===== config.mk =====
export PLATFORM = sky130hd
export DESIGN_NAME = irq_prio_resolver
export DESIGN_NICKNAME = d
export VERILOG_FILES = /design/src/rtl/irq_prio_resolver.sv
export SDC_FILE = /design/constraint.sdc
export NUM_CORES = 1
export LEC_CHECK = 0
export BUFFER_PORTS_ARGS = -buffer_cell sky130_fd_sc_hd__buf_2
export CAP_MARGIN = 20
export CORE_MARGIN = 2
export CORE_UTILIZATION = 30
export DETAILED_ROUTE_END_ITERATION = 6
export GPL_ROUTABILITY_DRIVEN = 0
export PLACE_DENSITY_LB_ADDON = 0.2
export SYNTH_ARGS = -nofsm -noshare
export SYNTH_HDL_FRONTEND = slang
export SYNTH_SLANG_ARGS = --single-unit

===== constraint.sdc =====
create_clock -name clk -period 5.8 [get_ports clk]
set_clock_uncertainty 0.05 [all_clocks]
set_input_delay 1.16 -clock clk [delete_from_list [all_inputs] [get_ports clk]]
set_output_delay 1.16 -clock clk [all_outputs]
set_load 0.02 [all_outputs]

===== src/rtl/irq_prio_resolver.sv =====
module irq_prio_resolver #(
  parameter int N = 8,
  localparam int LW = $clog2(N)
) (
  input  logic          clk,
  input  logic          rst_n,
  input  logic [N-1:0]  irq_in,
  input  logic [N-1:0]  trig_level,
  input  logic          mask_we,
  input  logic [N-1:0]  mask_data,
  input  logic          rot_auto,
  input  logic          aeoi_en,
  input  logic          eoi_ns,
  input  logic          eoi_sp,
  input  logic [LW-1:0] eoi_lvl,
  input  logic          set_low,
  input  logic [LW-1:0] set_low_lvl,
  input  logic          ack,
  output logic          int_out,
  output logic          win_valid,
  output logic [LW-1:0] win_lvl,
  output logic [N-1:0]  irr_q,
  output logic [N-1:0]  isr_q,
  output logic [N-1:0]  imr_q
);
  // N must be a power of two: ranks wrap in LW bits.
  logic [N-1:0]  irq_d;
  logic [LW-1:0] low_q;
  logic          top_v;
  logic [LW-1:0] top_lvl;
  logic [LW-1:0] scan;
  logic [N-1:0]  req;
  logic          take;
  logic [N-1:0]  set_vec, clr_vec;

  function automatic logic [LW-1:0] rank(input logic [LW-1:0] v, input logic [LW-1:0] lo);
    return v - lo - LW'(1);
  endfunction

  assign req = irr_q & ~imr_q;

  always_comb begin
    win_valid = 1'b0;
    win_lvl   = '0;
    top_v     = 1'b0;
    top_lvl   = '0;
    scan      = '0;
    for (int r = N - 1; r >= 0; r--) begin
      scan = low_q + LW'(r + 1);
      if (req[scan]) begin
        win_valid = 1'b1;
        win_lvl   = scan;
      end
      if (isr_q[scan]) begin
        top_v   = 1'b1;
        top_lvl = scan;
      end
    end
  end

  assign int_out = win_valid && (!top_v || rank(win_lvl, low_q) < rank(top_lvl, low_q));
  assign take    = ack && win_valid;
  assign set_vec = (take && !aeoi_en) ? (N'(1) << win_lvl) : '0;
  assign clr_vec = ((eoi_ns && top_v) ? (N'(1) << top_lvl) : '0) |
                   (eoi_sp ? (N'(1) << eoi_lvl) : '0);

  always_ff @(posedge clk or negedge rst_n) begin
    if (!rst_n) begin
      irq_d <= '0;
      irr_q <= '0;
      isr_q <= '0;
      imr_q <= '0;
      low_q <= LW'(N - 1);
    end else begin
      irq_d <= irq_in;
      for (int i = 0; i < N; i++)
        irr_q[i] <= trig_level[i] ? irq_in[i] : (irr_q[i] | (irq_in[i] & ~irq_d[i]));
      if (take) irr_q[win_lvl] <= 1'b0;
      isr_q <= (isr_q & ~clr_vec) | set_vec;
      if (mask_we) imr_q <= mask_data;
      if (set_low) low_q <= set_low_lvl;
      else if (rot_auto) begin
        if (eoi_ns && top_v)        low_q <= top_lvl;
        else if (eoi_sp)            low_q <= eoi_lvl;
        else if (take && aeoi_en)   low_q <= win_lvl;
      end
    end
  end

  assert_winner_unmasked_R4: assert property (@(posedge clk) disable iff (!rst_n)
    win_valid |-> (irr_q[win_lvl] && !imr_q[win_lvl]));

  assert_int_not_in_service_R6: assert property (@(posedge clk) disable iff (!rst_n)
    int_out |-> (win_valid && !isr_q[win_lvl]));

  assert_edge_latched_R2: assert property (@(posedge clk) disable iff (!rst_n)
    !ack |=> (($past(irq_in & ~irq_d & ~trig_level) & ~irr_q) == '0));

  assert_ack_to_service_R7: assert property (@(posedge clk) disable iff (!rst_n)
    (ack && win_valid && !aeoi_en) |=> isr_q[$past(win_lvl)]);

  assert_auto_eoi_keeps_isr_R10: assert property (@(posedge clk) disable iff (!rst_n)
    (ack && aeoi_en && !eoi_ns && !eoi_sp) |=> (isr_q == $past(isr_q)));

  assert_ns_eoi_one_bit_R8: assert property (@(posedge clk) disable iff (!rst_n)
    (eoi_ns && !eoi_sp && !ack && isr_q != '0) |=> ($countones(isr_q) == $countones($past(isr_q)) - 1));

  assert_set_low_R12: assert property (@(posedge clk) disable iff (!rst_n)
    set_low |=> (low_q == $past(set_low_lvl)));
endmodule


### Word-level counts from Yosys, hierarchy flattened

Cells that the tools add are included.

* input bits: 39
* output and inout port bits: 29
* logic and storage cells: 157
* register bits: 35

* $add $sub $neg: 11
* reductions and logical operators: 12
* multiplexer cells: 83
* $lt $le $gt $ge: 11
* bitwise logic cells: 32
* shift operators: 3

Operator list (count)
* 3-bit two-way mux: 21
* 1-bit binary-select mux with 3-bit select: 16
* 1-bit two-way mux: 41
* 3-bit by 4-bit less-than comparator with 1-bit output, second input constant: 9
* 8-bit two-way mux: 4
* 8-bit AND: 3
* 8-bit inverter: 3
* 1-bit by 3-bit << shifter with 8-bit output, first input constant: 3
* 8-bit OR: 2
* 3-bit adder, second input constant: 4
* 1-bit AND: 8
* 1-bit inverter: 8
* 1-bit OR: 8
* 3-bit by 2-bit adder with 3-bit output, second input constant: 2
* 1-bit logical AND: 6
* 3-bit by 1-bit subtractor with 3-bit output, second input constant: 2
* 3-bit subtractor: 2
* 4-bit nonzero test: 1
* 3-bit by 1-bit adder with 3-bit output, second input constant: 1
* 1-bit demux with 3-bit select: 1
* 3-bit by 1-bit >= comparator with 1-bit output, second input constant: 1
* 3-bit less-than comparator: 1
* 1-bit logical NOT: 2
* 2-bit AND reduction: 1
* other kinds (2): 2

### Logic depth before layout (Yosys ltp)

* depth in word-level cells: 19
* mapped depth: 22

### Worst setup path after synthesis

Ideal clock, no wire load.

* path kind: register -> output
* start: register low_q[1]
* end: output port int_out
* required time: 4590 ps
* arrival: 4743 ps
* path slack: -153 ps
* stages on the path, launching flop included: 22
* cell sequence: dfstp_2 > buf_4 > buf_6 > buf_4 > inv_1 > ha_1 > buf_6 > mux2_1 > mux4_2 > o31ai_1 > nand2_1 > a2111o_1 > o2111ai_4 > inv_1 > ha_1 > fa_1 > xor2_1 > xnor2_1 > ha_1 > nor2b_1 > o21ai_0 > and2_1

* cells in the longest elaborated chain, start to end: 15
* elaborated cells on any way between the ends: 79
* classes of those cells: add/sub (11); order compare (1); mux (64); reduce/logical (3)

Ends and longest elaborated chain
* from (decl): RTL line 28 `logic [LW-1:0] low_q;`
* from (signal assigned): RTL line 73 `low_q <= LW'(N - 1);`
* from (signal assigned): RTL line 81 `if (set_low) low_q <= set_low_lvl;`
* from (signal assigned): RTL line 83 `if (eoi_ns && top_v) low_q <= top_lvl;`
* 3-bit adder, or another cell as far along: RTL line 49 `scan = low_q + LW'(r + 1);`
* 1-bit binary-select mux with 3-bit select, or another cell as far along: RTL line 50 `if (req[scan]) begin`
* 1-bit two-way mux (implied by the code), or another cell as far along: RTL line 50
* 3-bit two-way mux, on equally long branches (7 in a row): RTL line 50, 54
* 3-bit subtractor: RTL line 37 `return v - lo - LW'(1);`
* 3-bit by 1-bit subtractor with 3-bit output: RTL line 37
* 3-bit less-than comparator: RTL line 61 `assign int_out = win_valid && (!top_v || rank(win_lvl, low_q) < rank(top_lvl, low_q));`
* 1-bit logical OR: RTL line 61
* 1-bit logical AND (*): RTL line 61
* to (decl): RTL line 19 `output logic int_out,`

Mark *: on every way between the ends. The rest lies on a longest branch, timed or not. The select of a mux whose other input is x is not followed.

### Final worst setup path

Ends and elaborated chain as after synthesis.

==> flow_summary.yaml <==
clock_tree:
  clock_sinks: 35
  clk_pin_slew_worst_paths_ns: 0.06
  postCtsHoldBufs: 0
  cts_made_buffers: 5
  root_buffer: "clkbuf_16"
  clockBufferDepth: 2
  htree_levels: 2
  cts_tree: "done"
  clkLatencyLatePin_ns: 0.27
status:
  status: "finished, final reports clean"
min_path:
  whs_endpoint: "imr_q[3]"
  hold_depth: 1
  min-delay-start: "imr_q[3]"
  hold_path_class: "reg -> reg"
global_route:
  antenna_found_initial: 0
  grt_max_degree: 36
  overflow: 0
  grt_pass1_vias: 3439
  grt_use_total_pct: 16.4
  grt_pass1_wl_mm: 18.9
drt:
  vias: 3479
  drt_iter0_markers: 170
  wl_per_cell_um: 18.6
  drt_first_pass_iters: 5
  post-route-drc-count: 0
  viasPerCell: 5.51
  final_antenna_net_count: 0
  wl_mm: 11.7
timing:
  relSlewSlack_pct: 45.4
  worst_slew_pin_slew_ns: 0.819
  fin_crit_ns: 5.68
  fin_crit_sh_pct: 97.9
  layout_setup_ws_ns: 0.123
  report.final.slew_viol_count: 0
  finalHoldViolCount: 0
  fmax_ghz: 0.176
  finalSetupViolations: 0
  rsz0062_at_grt: "true"
logic_synthesis:
  ys_top_cells_by_area: "dfrtp_1 20%, mux4_2 13%, mux4_1 5.2%"
  yosys_warnings: 0
  synth_top_family_by_area: "multiplexers"
  synth-xor-area-share_pct: 2.91
  syn-num-nets: 439
  synth_compound_area_share_pct: 20.9
  synthArstFlopShare_pct: 100
  avgSynthCellArea_sq_um: 10.3
  synth_top_area_share_pct: 19.8
  ys.flop_type: "dfrtp_1"
  synth-simple-area-share_pct: 16.4
  synth_top_area_cell: "dfrtp_1"
  synthAdderAreaFrac_pct: 2.84
  synth_seq_cells: 35
  syn_inst: 392
  synth.distinct_cells: 81
  synth-seq-area-share_pct: 21.7
  synth_common_cells: "32 x dfrtp_1, 24 x mux4_2, 23 x nand2_1"
  syn-cell-area_sq_um: 4050
  synth_mux_area_share_pct: 27.4
  synth.most_common_cell: "dfrtp_1"
  synth_edf_count: 0
finish:
  drive_above_1_share_pct: 38.7
  area.growth.synth_to_final_pct: 17.7
  n_antenna_cell: 0
  final_nets: 502
  finalInstanceArea_sq_um: 4760
  fillerInstances: 1312
  utilization_pct: 36.1
  layout.cells.non_filler: 631
floorplan:
  start_util_pct: 30.7
  fp-row-count: 42
  dieArea_sq_um: 14400
  core-area_sq_um: 13200
  die_w_um: 120
  pin_count: 68
  die_h_um: 120
place:
  io_buffers: 67
  dp.cells: 620
  place_hpwl_mm: 9.02
  pre_cts_ws_ns: 0.212
  placed_area_sq_um: 4500
worst_setup_path:
  slowest_stage: "dfstp_2"
  r2r_cells: 11
  start_kind: "register"
  worst-path-buf-inv: 3
  cp.required_ns: 4.59
  ff2ff_setup_slack_ns: 2.15
  crit_chain: "clkinvlp_4 -> ha_4 -> mux2_4 -> mux4_2 -> o31ai_2 -> nand2_1 -> a2111o_1 -> o2111ai_4 -> inv_1 -> ha_2 -> fa_2 -> xor2_1 -> xnor2_1 -> ha_1 -> nor2b_4 -> o21ai_2 -> and2_4 -> buf_6"
  cp_top_family: "adder cells"
  rr_endpoint: "low_q[1]"
  path_class: "reg -> out"
  r2r_start: "low_q[1]"
  crit_path_max_incr_delay_ns: 0.55
  worstPathArrival_ns: 4.47
  cp_max_fo: 7
  end_kind: "primary output"
run:
  max-cap-violations: 0
==> final cells by class <==
class | instances | area [sq um] | area share [%]
multi-input cells | 309 | 2920 | 61.4
clock inverters | 2 | 37.5 | 0.788
flip-flops and latches | 35 | 880 | 18.5
clock buffers | 5 | 125 | 2.63
well taps | 176 | 220 | 4.63
repair buffers | 87 | 499 | 10.5
inverters | 17 | 75.1 | 1.58
==> cells in the final DEF, fill, tap and decap left out, drive strengths merged, types with 5 or more instances in the layout <==
cell type / Yosys / final
nand2b: 18 / 18
mux4: 32 / 32
xnor2: 5 / 5
ha: 6 / 6
and2: 8 / 8
nor2b: 10 / 10
a31oi: 6 / 6
nor3: 8 / 8
clkbuf: 12 / 5
mux2: 15 / 15
xor2: 5 / 5
buf: 19 / 87
o22ai: 5 / 5
a21oi: 19 / 19
o21ai: 24 / 24
dfrtp: 32 / 32
mux2i: 19 / 19
nand3: 8 / 8
nor2: 14 / 14
a2bb2oi: 5 / 5
nand2: 23 / 23
o31ai: 5 / 5
inv: 17 / 16
==> worst max-delay path by stage <==
stage,from,endpoint,slack [ns],depth (start not counted)
4_1_cts,low_q[1],int_out,0.003,18
3_3_place_gp,low_q[0],int_out,0.29,18
2_1_floorplan,low_q[1],int_out,0.007,21
5_1_grt,low_q[1],int_out,-0.03,18
3_5_place_dp,low_q[0],int_out,0.21,18
6_report,low_q[1],int_out,0.12,18
==> through the flow <==
| step | hold slack, ns | setup TNS [ns] |
|---|---|---|
| floorplan | 0.499 | 0 |
| global placement | 0.507 | 0 |
| detailed placement | 0.513 | 0 |
| CTS | 0.528 | 0 |
| global route | 0.534 | -0.0258 |
| finish | 0.521 | 0 |
==> layer usage <==
metal  track usage [%]  share of wire, %  vias up
met5                 0                 0        -
met4              3.60               1.1        0
met3              1.38               2.9        8
met2              26.5                48       87
met1              24.0                48     1749
li1                  -                 -     1635
==> worst reg2reg max path, cell delays in order, from the launching register on <==
cell	delay, ns
dfstp_2	0.55
clkinvlp_4	0.11
ha_4	0.33
buf_4	0.24
mux4_2	0.53
nor4_1	0.34
nand3_1	0.25
and2_1	0.30
o21a_1	0.20
a41oi_2	0.28
a32oi_1	0.11
a2bb2oi_1	0.24
==> sequential cells by signal, indices dropped and copies added (netlist names) <==
register  cells
irr_q         8
imr_q         8
low_q         3
isr_q         8
irq_d         8
==> cells by family (layout without fill, tap and decap cells) <==
group                      count (synthesis)  in the layout
AOI/OAI and AO/OA                        110            110
DFF                                       35             35
buffers and inverters                     48            111
adders and majority gates                  8              8
muxes                                     66             66
and+or+nand+nor                          115            115
xor gates and xnor gates                  10             10
==> what timing repair did <==
item	in CTS	in global routing
pin swaps	3	8
endpoints found under the setup margin	1	1
cloned	0	0
setup buffers	3	1
gates resized for setup	3	13
Power is not shown: default switching activity piles up to over one toggle a cycle in this logic, so the estimate is an artifact.
